$ cat src/rtl/evdet_pkg.sv
package evdet_pkg;

  // Polarity codes; the decoder depends on these values.
  typedef enum logic [1:0] {
    POL_HIGH = 2'b00,
    POL_LOW  = 2'b01,
    POL_BOTH = 2'b10,
    POL_NONE = 2'b11
  } polSel_e;

  typedef enum logic [1:0] {
    PWR_RUN     = 2'd0,
    PWR_IDLE    = 2'd1,
    PWR_SUSPEND = 2'd2,
    PWR_OFF     = 2'd3
  } pwrState_e;

  localparam int WAKE_STATES = 3;

  // Per-pin strobes from control to the status datapath.
  typedef struct packed {
    logic setIrq;
    logic setWake;
    logic clrIrq;
    logic clrWake;
  } pinStrobe_t;

endpackage

$ cat src/rtl/evdet_ctrl.sv
module evdet_ctrl
  import evdet_pkg::*;
#(
  parameter int NUM_PINS = 4
) (
  input  logic                              clk,
  input  logic                              rstN,
  input  logic [NUM_PINS-1:0]               pinLevel,
  input  logic [1:0]                        powerState,
  input  logic [NUM_PINS-1:0]               levelMode,
  input  logic [2*NUM_PINS-1:0]             activeSel,
  input  logic [NUM_PINS-1:0]               irqEnable,
  input  logic [WAKE_STATES*NUM_PINS-1:0]   wakeEn,
  input  logic [NUM_PINS-1:0]               clearIrq,
  input  logic [NUM_PINS-1:0]               clearWake,
  output pinStrobe_t [NUM_PINS-1:0]         strobes
);

  logic [NUM_PINS-1:0] prevLevel;
  logic                primed;

  // Edge history; primed keeps the first cycle after reset from seeing an edge.
  always_ff @(posedge clk or negedge rstN) begin
    if (!rstN) begin
      prevLevel <= '0;
      primed    <= 1'b0;
    end else begin
      prevLevel <= pinLevel;
      primed    <= 1'b1;
    end
  end

  for (genvar g = 0; g < NUM_PINS; g++) begin : gPin
    polSel_e    pol;
    logic       rising;
    logic       falling;
    logic       hit;
    logic       wakeGate;
    pinStrobe_t stb;

    assign pol     = polSel_e'(activeSel[2*g +: 2]);
    assign rising  = primed &  pinLevel[g] & ~prevLevel[g];
    assign falling = primed & ~pinLevel[g] &  prevLevel[g];

    always_comb begin
      hit = 1'b0;
      if (levelMode[g]) begin
        case (pol)
          POL_HIGH: hit = pinLevel[g];
          POL_LOW:  hit = ~pinLevel[g];
          default:  hit = 1'b0;
        endcase
      end else begin
        case (pol)
          POL_HIGH: hit = rising;
          POL_LOW:  hit = falling;
          POL_BOTH: hit = rising | falling;
          default:  hit = 1'b0;
        endcase
      end
    end

    always_comb begin
      case (pwrState_e'(powerState))
        PWR_IDLE:    wakeGate = wakeEn[WAKE_STATES*g];
        PWR_SUSPEND: wakeGate = wakeEn[WAKE_STATES*g + 1];
        PWR_OFF:     wakeGate = wakeEn[WAKE_STATES*g + 2];
        default:     wakeGate = 1'b0;
      endcase
    end

    always_comb begin
      stb.setIrq  = hit & irqEnable[g];
      stb.setWake = hit & wakeGate;
      stb.clrIrq  = clearIrq[g];
      stb.clrWake = clearWake[g];
    end

    assign strobes[g] = stb;

    // A single-polarity edge cannot fire in two consecutive cycles.
    AST_EDGE_SINGLE_PULSE: assert property (@(posedge clk) disable iff (!rstN)
      (hit && !levelMode[g] && pol == POL_HIGH) |=>
      !(hit && !levelMode[g] && pol == POL_HIGH));
  end

endmodule

$ cat src/rtl/evdet_status.sv
module evdet_status
  import evdet_pkg::*;
#(
  parameter int NUM_PINS = 4
) (
  input  logic                      clk,
  input  logic                      rstN,
  input  pinStrobe_t [NUM_PINS-1:0] strobes,
  output logic [NUM_PINS-1:0]       irqStatus,
  output logic [NUM_PINS-1:0]       wakeStatus
);

  for (genvar g = 0; g < NUM_PINS; g++) begin : gPin
    logic irqQ;
    logic wakeQ;

    // Set has priority over a simultaneous clear.
    always_ff @(posedge clk or negedge rstN) begin
      if (!rstN) begin
        irqQ  <= 1'b0;
        wakeQ <= 1'b0;
      end else begin
        irqQ  <= strobes[g].setIrq  | (irqQ  & ~strobes[g].clrIrq);
        wakeQ <= strobes[g].setWake | (wakeQ & ~strobes[g].clrWake);
      end
    end

    assign irqStatus[g]  = irqQ;
    assign wakeStatus[g] = wakeQ;

    AST_IRQ_HOLD: assert property (@(posedge clk) disable iff (!rstN)
      (irqQ && !strobes[g].clrIrq) |=> irqQ);
    AST_SET_BEATS_CLEAR: assert property (@(posedge clk) disable iff (!rstN)
      strobes[g].setIrq |=> irqQ);
    AST_CLEAR_TAKES: assert property (@(posedge clk) disable iff (!rstN)
      (strobes[g].clrWake && !strobes[g].setWake) |=> !wakeQ);
  end

endmodule

$ cat src/rtl/pin_event_detector.sv
module pin_event_detector
  import evdet_pkg::*;
#(
  parameter int NUM_PINS = 4
) (
  input  logic                    clk,
  input  logic                    rstN,
  input  logic [NUM_PINS-1:0]     pinLevel,
  input  logic [1:0]              powerState,
  input  logic [NUM_PINS-1:0]     levelMode,
  input  logic [2*NUM_PINS-1:0]   activeSel,
  input  logic [NUM_PINS-1:0]     irqEnable,
  input  logic [NUM_PINS-1:0]     irqUnmask,
  input  logic [3*NUM_PINS-1:0]   wakeEn,
  input  logic [NUM_PINS-1:0]     clearIrq,
  input  logic [NUM_PINS-1:0]     clearWake,
  output logic [NUM_PINS-1:0]     irqStatus,
  output logic [NUM_PINS-1:0]     wakeStatus,
  output logic [NUM_PINS-1:0]     pending
);

  pinStrobe_t [NUM_PINS-1:0] strobes;

  evdet_ctrl #(.NUM_PINS(NUM_PINS)) u_ctrl (
    .clk        (clk),
    .rstN       (rstN),
    .pinLevel   (pinLevel),
    .powerState (powerState),
    .levelMode  (levelMode),
    .activeSel  (activeSel),
    .irqEnable  (irqEnable),
    .wakeEn     (wakeEn),
    .clearIrq   (clearIrq),
    .clearWake  (clearWake),
    .strobes    (strobes)
  );

  evdet_status #(.NUM_PINS(NUM_PINS)) u_status (
    .clk        (clk),
    .rstN       (rstN),
    .strobes    (strobes),
    .irqStatus  (irqStatus),
    .wakeStatus (wakeStatus)
  );

  assign pending = (irqStatus | wakeStatus) & irqUnmask;

  for (genvar g = 0; g < NUM_PINS; g++) begin : gChk
    AST_WAKE_NOT_RUNNING: assert property (@(posedge clk) disable iff (!rstN)
      $rose(wakeStatus[g]) |-> ($past(powerState) != PWR_RUN));
    AST_IRQ_NEEDS_ENABLE: assert property (@(posedge clk) disable iff (!rstN)
      $rose(irqStatus[g]) |-> $past(irqEnable[g]));
    AST_LEVEL_NO_BOTH: assert property (@(posedge clk) disable iff (!rstN)
      $rose(irqStatus[g]) |-> !($past(levelMode[g]) && $past(activeSel[2*g+1])));
  end

endmodule

$ cat config.mk
export PLATFORM = sky130hd
export DESIGN_NAME = pin_event_detector
export DESIGN_NICKNAME = d
export VERILOG_FILES = /design/src/rtl/evdet_pkg.sv /design/src/rtl/evdet_ctrl.sv /design/src/rtl/evdet_status.sv /design/src/rtl/pin_event_detector.sv
export SDC_FILE = /design/constraint.sdc
export NUM_CORES = 1
export LEC_CHECK = 0
export BUFFER_PORTS_ARGS = -buffer_cell sky130_fd_sc_hd__buf_4
export CAP_MARGIN = 20
export CORE_MARGIN = 5
export CORE_UTILIZATION = 40
export CTS_BUF_LIST = sky130_fd_sc_hd__clkbuf_4 sky130_fd_sc_hd__clkbuf_8
export DETAILED_ROUTE_END_ITERATION = 10
export GPL_TIMING_DRIVEN = 0
export PLACE_DENSITY_LB_ADDON = 0.1
export SLEW_MARGIN = 15
export SYNTH_ARGS = -nofsm -noshare
export SYNTH_HDL_FRONTEND = slang
export SYNTH_SLANG_ARGS = --single-unit
$ cat constraint.sdc
create_clock -name clk -period 1.2 [get_ports clk]
set_input_delay 0.36 -clock clk [delete_from_list [all_inputs] [get_ports clk]]
set_output_delay 0.36 -clock clk [all_outputs]
set_load 0.02 [all_outputs]
==> metrics.md <==
| Metric | Value |
|---|---|
| Status | `finished with violations` |
| Failing checks | `negative setup slack` |
| Worst path cell trace | `o21a_1 > buf_6` |
| Startpoint types | `flip-flop` |
| DR iter-0 viols | `14` |
| R2R Setup Slk | `-0.11 ns` |
| Cts bufs inserted | `3` |
| Seq/Total Area, Yosys | `32.22%` |
| Max stage delay on crit path | `0.42 ns` |
| Port Buf Inserts | `59` |
| Setup TNS | `-2.046 ns` |
| Worst Setup End Kind | `primary output` |
| Die Y | `60.24 um` |
| Ys Warns | `0` |
| FF-to-FF End | `u_status.gPin[1].irqQ$_DFF_PN0_` |
| N_diodes | `0` |
| Grt total ovfl | `0` |
| Highest clock rate | `approximately 720 MHz` |
| Fin crit period | `1.382 ns` |
| Syn Area/Cell | `10.52 um^2` |
| Psw | `371.4 uW` |
| Number of synthesized register bits | `13` |
| Fin. Hold Viols | `0` |
| Commonest non-fill, non-tap cells in the layout | `buf_4, buf_6, dfrtp_1` |
| Share of cells above drive strength 1 | `roughly three fifths` |
| Max Transition Viols Final | `0` |
| CP max-delay cell | `dfrtp_1` |
| Number of H-tree levels | `1` |
| Synthesized instance count | `96` |
| Max IR drop VDD | `roughly 630 uV` |
| Layout Cells excl Fill | `196` |
| Comb power frac | `38.3%` |
| Via count | `1022` |
| Hpwl dp | `2199 um` |
| Vias per cell | `between 5 and 6` |
| Top-area cell type share of the netlist area | `32.22%` |
| First-pass GRT wire length | `4422 um` |
| Leak pwr | `0.8222 nW` |
| DIE AREA | `3629 um^2` |
| WL per Instance | `approximately 15 um` |
| Num ports | `60` |
| Hold Crit Class | `input port to flip-flop` |
| RSZ-0062 raised after global routing | `yes` |
| Reg power frac | `a little under two fifths` |
| Switch share | `between 20% and 30%` |
| Endpoint, Worst Hold | `u_ctrl.prevLevel[3]$_DFF_PN0_` |
| Arrival time at the worst endpoint | `1.02 ns` |
| FF-to-FF path depth | `4` |
| TritonCTS clock tree | `yes` |
| Clk sinks | `13` |
| Yosys cell types | `23` |
| Final Wtd Congestion | `0.7700` |
| CTS max path bufs | `2` |
| Initial core utilization | `41.13%` |
| Worst-path fanout max | `3` |
| Global-route usage over all layers | `16.22%` |
| Remaining DRCs | `0` |
| Die width | `60.24 um` |
| Final period utilization | `115.1%` |
| Post-synth top area cell | `dfrtp_1` |
| Placed cell area | `between 1000 and 1500 um^2` |
| DRT antenna net count | `0` |
| Commonest non-fill, non-tap cell in the layout | `buf_4` |
| Hold path depth | `1` |
| Cell-internal power | `912.6 uW` |
| First drt pass iteration count | `4` |
| Mapped Nets | `between 100 and 150` |
| Kind of critical path | `flip-flop to primary output` |
| Nets@finish | `215` |
| Placeable core area | `2455 um^2` |
| Min-delay src | `pinLevel[3]` |
| Largest net degree at the start of global routing | `14` |
| Post-route cell area | `around 1700 um^2` |
| Final setup fails | `20` |
| Final wirelength | `2869 um` |
| Worst-Skew Late Latency | `around 0.27 ns` |
| Layout Skew | `0.003046 ns` |
| Root Buffer | `clkbuf_4` |
| Mapped Area | `1010 um^2` |
| Vias in the first global route | `around 1000` |
| Antenna violations before repair | `0` |
| FP Rows | `18` |
| Layout area overhead | `68.15%` |
| Placed insts | `185` |
| Req. time, crit path | `0.84 ns` |
| Worst hold margin | `0.2123 ns` |
| Power Density | `756.2 nW/um^2` |
| MaxCap Viol Count | `0` |
| Clock Power Share | `23.5%` |
| Final worst slack | `-0.1816 ns` |
| CTS clk-pin slew, worst paths | `roughly 0.09 ns` |
| FF-to-FF Start | `u_ctrl.primed$_DFF_PN0_` |
| Main area contributors after synthesis | `dfrtp_1, and4bb_2, o311ai_2, a211oi_1, buf_4` |
==> timing repair <==
item / CTS / global route
cloned: 1 / 0
setup endpoints to repair: 20 / 20
hold buffers: 1 / 0
pin swaps: 8 / 4
setup buffers: 2 / 3
endpoints found under the hold margin: 13 / 0
resized for setup: 18 / 11
==> Yosys cell counts, drive strengths merged <==
master and instances:
a21o 4, nor2b 4, conb 1, dfrtp 13, mux2 4, and4bb 8
nand2b 4, a221oi 4, o311ai 4, and3b 4, inv 8, o21a 4
and2b 1, nand4 4, buf 9, a211oi 12, a31oi 4, nor2 4
==> critical path, delay by kind of cell, from the launching register on <==
kind                   cells  cell delay, ns
flip-flops                 1            0.42
buffers and inverters      1            0.13
AO/OA/AOI/OAI              1            0.20
==> worst max path at each step <==
stage                                               start                          endpoint  slack [ns]
after floorplan                   u_ctrl.primed$_DFF_PN0_  u_status.gPin[1].wakeQ$_DFF_PN0_        0.02
after global placement                      powerState[1]  u_status.gPin[3].wakeQ$_DFF_PN0_       -0.12
after CTS                 u_status.gPin[3].irqQ$_DFF_PN0_                        pending[3]       -0.17
after detailed placement                    powerState[1]  u_status.gPin[3].wakeQ$_DFF_PN0_       -0.13
after global routing      u_status.gPin[1].irqQ$_DFF_PN0_                        pending[1]       -0.22
final                     u_status.gPin[1].irqQ$_DFF_PN0_                        pending[1]       -0.18
==> logic make-up after synthesis <==
logic type             after synthesis  share of synthesized area (%)
buffers and inverters               17                          10.04
AO/OA/AOI/OAI                       32                          29.86
multiplexers                         4                          4.461
AND/OR/NAND/NOR                     29                          23.05
flip-flops                          13                          32.22
other                                1                         0.3714
==> state kept, by name (all words and copies together), names as in the netlist <==
signal and count:
u_ctrl.primed 1, u_status.gPin.irqQ 4, u_ctrl.prevLevel 4, u_status.gPin.wakeQ 4
==> power by group through the flow <==
| stage | Sequential [mW] | Combinational (mW) | Clock, mW |
|---|---|---|---|
| final | 0.491 | 0.492 | 0.302 |
| after detailed placement | 0.494 | 0.414 | 0 |
| after floorplan | 0.488 | 0.200 | 0 |
| after CTS | 0.487 | 0.461 | 0.313 |
| after global placement | 0.492 | 0.405 | 0 |
| after global routing | 0.495 | 0.528 | 0.337 |
==> metrics by stage <==
stage | power [mW] | utilization, % | setup WS (ns)
2_1_floorplan | 0.6887 | - | 0.02195
3_3_place_gp | 0.8974 | 60.70 | -0.1153
3_5_place_dp | 0.9082 | 60.70 | -0.1308
4_1_cts | 1.261 | 66.05 | -0.1732
5_1_grt | 1.359 | 69.16 | -0.2214
6_report | 1.284 | 69.16 | -0.1816
==> cell type report <==
type	instances	area (um^2)
flip-flops and latches	13	326.6
well taps	30	37.54
multi-input cells	66	633.1
fillers	190	757.0
inverters	8	30.03
repair buffers	66	550.5
plain buffers	9	90.09
clock buffers	4	30.03
==> metal layers <==
layer	vias to the layer above	part of all wire (%)	global-route usage, %
met2	32	55	32.41
met5	-	0	0
met1	481	37	16.69
li1	507	-	-
met4	0	0.94	6.646
met3	2	7.7	1.512
Note: power is estimated with default switching activity, not from simulation.
